### config.mk
export PLATFORM = sky130hd
export DESIGN_NAME = uart_irq_regs
export DESIGN_NICKNAME = d
export VERILOG_FILES = /design/src/rtl/uart_irq_pkg.sv /design/src/rtl/uart_irq_ctrl.sv /design/src/rtl/uart_irq_dp.sv /design/src/rtl/uart_irq_regs.sv
export SDC_FILE = /design/constraint.sdc
export NUM_CORES = 1
export LEC_CHECK = 0
export BUFFER_PORTS_ARGS = -buffer_cell sky130_fd_sc_hd__buf_2
export CORE_MARGIN = 8
export CORE_UTILIZATION = 35
export DETAILED_ROUTE_END_ITERATION = 12
export HOLD_SLACK_MARGIN = 0.05
export PLACE_DENSITY = 0.82
export RECOVER_POWER = 25
export SLEW_MARGIN = 5
export SYNTH_ARGS = -nofsm -noshare
export SYNTH_HDL_FRONTEND = slang
export SYNTH_SLANG_ARGS = --single-unit
### constraint.sdc
create_clock -name clk -period 3.3 [get_ports clk]
set_input_delay 0 -clock clk [delete_from_list [all_inputs] [get_ports clk]]
set_output_delay 0 -clock clk [all_outputs]
set_load 0.02 [all_outputs]
### src/rtl/uart_irq_pkg.sv
package uart_irq_pkg;

  localparam int NUM_SRC = 4;
  localparam int DATA_W  = 32;
  localparam int ADDR_W  = 6;
  localparam int WORD_W  = ADDR_W - 2;

  localparam logic [WORD_W-1:0] WORD_STATE  = WORD_W'(0);
  localparam logic [WORD_W-1:0] WORD_ENABLE = WORD_W'(1);
  localparam logic [WORD_W-1:0] WORD_TEST   = WORD_W'(2);

  typedef enum logic [1:0] {
    RD_NONE   = 2'd0,
    RD_STATE  = 2'd1,
    RD_ENABLE = 2'd2
  } rdSel_e;

  typedef struct packed {
    logic   clrState;
    logic   setTest;
    logic   loadEnable;
    rdSel_e rdSel;
  } regStrobe_t;

endpackage

### src/rtl/uart_irq_ctrl.sv
module uart_irq_ctrl
  import uart_irq_pkg::*;
#(
  parameter int ADDR_BITS = ADDR_W
) (
  input  logic                 wrEn,
  input  logic                 rdEn,
  input  logic [ADDR_BITS-1:0] addr,
  output regStrobe_t           strb
);

  localparam int WBITS = ADDR_BITS - 2;

  logic             aligned;
  logic [WBITS-1:0] wordIdx;

  assign aligned = (addr[1:0] == 2'b00);
  assign wordIdx = addr[ADDR_BITS-1:2];

  always_comb begin
    strb            = '0;
    strb.rdSel      = RD_NONE;
    if (aligned) begin
      strb.clrState   = wrEn && (wordIdx == WBITS'(WORD_STATE));
      strb.loadEnable = wrEn && (wordIdx == WBITS'(WORD_ENABLE));
      strb.setTest    = wrEn && (wordIdx == WBITS'(WORD_TEST));
      if (rdEn) begin
        if (wordIdx == WBITS'(WORD_STATE))       strb.rdSel = RD_STATE;
        else if (wordIdx == WBITS'(WORD_ENABLE)) strb.rdSel = RD_ENABLE;
        else                                     strb.rdSel = RD_NONE;
      end
    end
  end

endmodule

### src/rtl/uart_irq_dp.sv
module uart_irq_dp
  import uart_irq_pkg::*;
#(
  parameter int SRC_N = NUM_SRC,
  parameter int DW    = DATA_W
) (
  input  logic             clk,
  input  logic             rstN,
  input  regStrobe_t       strb,
  input  logic [SRC_N-1:0] wrBits,
  input  logic [SRC_N-1:0] evtVec,
  output logic [SRC_N-1:0] stateQ,
  output logic [SRC_N-1:0] enableQ,
  output logic [SRC_N-1:0] irqQ,
  output logic [DW-1:0]    rdData
);

  for (genvar i = 0; i < SRC_N; i++) begin : g_src
    logic stateNext;

    // Event and test injection dominate a same-cycle clear.
    always_comb begin
      stateNext = stateQ[i];
      if (strb.clrState && wrBits[i]) stateNext = 1'b0;
      if (strb.setTest && wrBits[i])  stateNext = 1'b1;
      if (evtVec[i])                  stateNext = 1'b1;
    end

    always_ff @(posedge clk or negedge rstN) begin
      if (!rstN) begin
        stateQ[i]  <= 1'b0;
        enableQ[i] <= 1'b0;
        irqQ[i]    <= 1'b0;
      end else begin
        stateQ[i] <= stateNext;
        if (strb.loadEnable) enableQ[i] <= wrBits[i];
        irqQ[i] <= stateQ[i] & enableQ[i];
      end
    end
  end

  always_comb begin
    unique case (strb.rdSel)
      RD_STATE:  rdData = DW'(stateQ);
      RD_ENABLE: rdData = DW'(enableQ);
      default:   rdData = '0;
    endcase
  end

endmodule

### src/rtl/uart_irq_regs.sv
module uart_irq_regs
  import uart_irq_pkg::*;
#(
  parameter int DW        = DATA_W,
  parameter int ADDR_BITS = ADDR_W
) (
  input  logic                 clk,
  input  logic                 rstN,
  input  logic                 wrEn,
  input  logic                 rdEn,
  input  logic [ADDR_BITS-1:0] addr,
  input  logic [DW-1:0]        wrData,
  output logic [DW-1:0]        rdData,
  input  logic                 txWmarkEvt,
  input  logic                 rxWmarkEvt,
  input  logic                 txEmptyEvt,
  input  logic                 rxOvflEvt,
  output logic                 txWmarkIrq,
  output logic                 rxWmarkIrq,
  output logic                 txEmptyIrq,
  output logic                 rxOvflIrq
);

  regStrobe_t         strb;
  logic [NUM_SRC-1:0] evtVec;
  logic [NUM_SRC-1:0] stateVec;
  logic [NUM_SRC-1:0] enVec;
  logic [NUM_SRC-1:0] irqVec;
  logic               unusedWrHi;

  assign evtVec     = {rxOvflEvt, txEmptyEvt, rxWmarkEvt, txWmarkEvt};
  assign unusedWrHi = ^wrData[DW-1:NUM_SRC];

  uart_irq_ctrl #(.ADDR_BITS(ADDR_BITS)) u_ctrl (
    .wrEn (wrEn),
    .rdEn (rdEn),
    .addr (addr),
    .strb (strb)
  );

  uart_irq_dp #(.SRC_N(NUM_SRC), .DW(DW)) u_dp (
    .clk     (clk),
    .rstN    (rstN),
    .strb    (strb),
    .wrBits  (wrData[NUM_SRC-1:0]),
    .evtVec  (evtVec),
    .stateQ  (stateVec),
    .enableQ (enVec),
    .irqQ    (irqVec),
    .rdData  (rdData)
  );

  assign txWmarkIrq = irqVec[0];
  assign rxWmarkIrq = irqVec[1];
  assign txEmptyIrq = irqVec[2];
  assign rxOvflIrq  = irqVec[3];

endmodule

* Word level (Yosys, flattened, before mapping) *
Index checks and enable logic that the tools add are counted.

cells by class
  $add $sub $neg = 0
  $mul = 0
  divide/modulo/power cells = 0
  order comparisons = 0
  eq/ne operators = 4
  shifts and indexed selects = 0
  multiplexer cells = 17
  bitwise operators = 4
  reduce and logical (&&, ||, !) cells = 17

operators with widths
  operator            number
  $mux 1              12
  $reduce_bool 3->1   4
  $logic_and 1x1->1   11
  $pmux 4 s2          1
  $mux 2              3
  $mux 5              1
  $and 1x1->1         4
  $eq 4x1->1 const B  1
  $eq 4x2->1 const B  1
  $logic_not 4->1     1
  $eq 2x1->1 const B  1
  $eq 2x2->1 const B  1
  $logic_not 2->1     1

storage, ports and cells
  register bits = 12
  bits in latches = 0
  memory bits (writable) = 0
  memory bits (read-only) = 0
  bits of input ports = 46
  output and inout bits = 36
  logic and storage cells = 54
  memories kept = 0

* Depth between registers and ports, before layout *
  depth after elaboration = 9
  mapped depth = 7
  depth with buffers taken out = 6

* Hierarchy *
A second synthesis with hierarchy kept.

unflattened totals
  cells, all modules = 78
  area total of the unflattened synthesis = 783.3 um2

modules (own cells, without submodules)
  module         instances  cells an instance  area each (um2)
  uart_irq_dp    1          69                 716.9
  uart_irq_ctrl  1          9                  66.3

* Worst setup path after synthesis *
No wires, ideal clock.

  path type = input-to-output
  from = in addr[1]
  to = out rdData[0]
  data arrival time = 1.651 ns
  data required time = 3.300 ns
  slack = 1.649 ns
  cell stages on the path = 5
  buffers on the path = 1
  cells stage by stage = or4_4 > buf_6 > nor4b_1 > ha_1 > nor2_1

between the ends
  word-level cells in the longest chain between the ends = 4
  elaborated cells on any way between the ends = 5
  those cells by class = 2 x eq/ne; 2 x mux; 1 x reduce/logical

RTL lines
  element                                   RTL line             RTL
  start, declared                           uart_irq_regs.sv:11  input logic [ADDR_BITS-1:0] addr,
  $logic_not 2->1 *                         uart_irq_ctrl.sv:17  assign aligned = (addr[1:0] == 2'b00);
  $mux 5 *                                  uart_irq_ctrl.sv:23  if (aligned) begin
  $eq 2x2->1 or $eq 2x1->1 (tied branches)  uart_irq_dp.sv:43    unique case (strb.rdSel)
  $pmux 4 s2 *                              uart_irq_dp.sv:43
  end, declared                             uart_irq_regs.sv:13  output logic [DW-1:0] rdData,

Mark *: on every way between the ends. The rest lies on a longest branch, timed or not.

* Worst setup path after layout *
  from = in addr[1]
  to = out rdData[3]

The elaborated chain is that of the path after synthesis.

==> metrics.csv <==
metric,value,unit
status,"finished, final reports clean",
Clock Latency Late Sink,0.28,ns
GRT Resource Usage Total,0.0907,
I/O Pins,82,
Die X,64.7,um
H-tree Lvls,1,
CTS root buffer,clkbuf_4,
Max Freq,537,MHz
total die area,0.00419,mm2
Setup CP Type,primary input to output port,
initial antenna violation count,0,
TritonRoute pass-1 iters,4,
cells after synthesis,82,
routed via count,663,
Final nets,170,
max cap viols,0,
Port Buffer Count,25,
count of cell types in the netlist,20,
vias per cell,4.48,
Mapped Area,831,um2
Filler cells,226,
layout cells sized above 1,0.283,
HP Class,primary input to flop,
post-synth top area share,0.361,
setup tns final,0,ns
crit path launch type,primary input,
routed wire length,1860,um
Starting DRT DRC Count,8,
GP Congestion,0.807,
DR WL/cell,12.5,um
CP max FO,8,
die height,64.7,um
Clock Path Buffers,2,
sequential fraction of the synthesis area,0.361,
post-layout instance area,0.00102,mm2
required time worst endpoint,3.30,ns
Initial Util,0.372,
ANT cells,0,
Slew @ Worst Pin,0.657,ns
CTS tree,done,
largest area contributor in the netlist,dfrtp_1,
Sink Count,12,
register area,300,um2
HPWL after detailed placement,1460,um
Residual DRC,0,
crit share post-route,0.564,
Synth Warn #,0,
"commonest cells after routing, fill and taps aside","conb_1, buf_2, dlygate4sd3_1",
CTS buffer count,3,
synthesized flop and latch total,12,
grt total ovfl,0,
antenna-violating nets left,0,
"most common cell after layout, fill and taps aside",conb_1,
vias in the first global route,733,
# setup viols final,0,
unrepaired setup endpoints after global routing,no,
first-pass GRT wire length,3180,um
Slew HR,0.562,
core area,0.00223,mm2
largest net degree at the start of global routing,13,
Max IR drop VDD,0.159,mV
power density over the cells,340,mW/mm2
top post-synthesis cells by area,"dfrtp_1, buf_4, mux2_2, a311o_1, o31a_1",
Max Slew Vio Count,0,
FP Rows,17,
"CTS clk-pin slew, worst paths",0.08,ns
footprint of the multi-input gates,403,um2
setup bufs post-CTS,0,
Area growth syn-to-layout,22.6,%
clk_skew,0.00531,ns
Pleak,0.485,nW
synthesized area per cell,10.1,um2
Post-DP Area,867,um2
minimum clock period,1.86,ns
R2R Setup Slk,1.79,ns
CP Capture Type,output port,
Fin. Hold Viols,0,
Worst EP arrival,1.86,ns
-- kinds of logic after synthesis --
| kind of cell | synth area share |
|---|---|
| compound gates | 0.127 |
| fa+ha+maj | 0.0301 |
| buf+inv | 0.276 |
| flops | 0.361 |
| mux | 0.0542 |
| other cells | 0.00451 |
| simple gates | 0.148 |
-- where the power goes --
group / total, mW / internal, mW / switching [mW]
Sequential: 0.166 / 0.160 / 0.00586
Clock: 0.0933 / 0.0423 / 0.0509
Combinational: 0.0875 / 0.0293 / 0.0582
-- flip-flops by register name, summed over array words and instances, names as in the netlist --
name	count
u_dp.enableQ	4
u_dp.irqQ	4
u_dp.stateQ	4
-- cell type report --
cell class              count  share of cell area
flip-flops and latches     12               0.295
clock buffers               3              0.0221
repair buffers             38               0.249
multi-input cells          66               0.396
well taps                  28              0.0344
inverters                   1             0.00369
-- worst paths after layout --
kind | from | end | cells after the start
min reg2reg | u_dp.enableQ[2] | u_dp.irqQ[2] | 1
min in group asynchronous | rstN | u_dp.stateQ[2] | 2
max reg2reg | u_dp.stateQ[3] | u_dp.stateQ[3] | 3
min | addr[3] | u_dp.enableQ[0] | 3
max | addr[1] | rdData[3] | 8
max in group asynchronous | rstN | u_dp.enableQ[2] | 2
-- Yosys cell counts --
cell      number
nor3_4         1
or4_4          1
buf_6          1
and2_1         4
inv_1          1
a22oi_1        4
buf_4         28
nand2_1        5
a311o_1        4
nor4b_1        1
clkbuf_1       1
mux2_2         4
conb_1         1
o31a_1         4
nor2_1         5
dfrtp_1       12
nor3b_2        1
ha_1           2
and3_1         1
nand3_1        1
-- through the flow --
| step | hold slack [ns] | setup slack [ns] | utilization | total power [mW] | cells |
|---|---|---|---|---|---|
| 6_report | 0.223 | 1.44 | 0.456 | 0.347 | 148 |
| 5_1_grt | 0.245 | 1.24 | 0.456 | 0.363 | 148 |
| 4_1_cts | 0.139 | 1.44 | 0.457 | 0.343 | 148 |
| 3_5_place_dp | -0.111 | 1.44 | 0.388 | 0.247 | 132 |
| 3_3_place_gp | -0.119 | 1.47 | 0.388 | 0.245 | 132 |
| 2_1_floorplan | -0.296 | 1.65 | - | 0.247 | 109 |
-- layer usage --
layer / track usage / part of all wire / vias to the layer above
met5: 0 / 0 / -
li1: - / - / 306
met2: 0.127 / 0.40 / 48
met3: 0.0464 / 0.12 / 4
met4: 0.0409 / 0.022 / 0
met1: 0.113 / 0.46 / 305
-- worst max-delay path, stage by stage --
cell and delay [ns]:
buf_2 0.09, or4_4 0.60, nor4b_1 0.43, inv_1 0.09
ha_1 0.25, a22oi_1 0.19, nor2_1 0.06, buf_2 0.16
-- timing repair --
item	in CTS	in global routing
endpoints found under the setup margin	0	0
gates resized for setup	0	0
hold buffers	13	0
hold endpoints to repair	20	0
(Power assumes the default switching activity.)
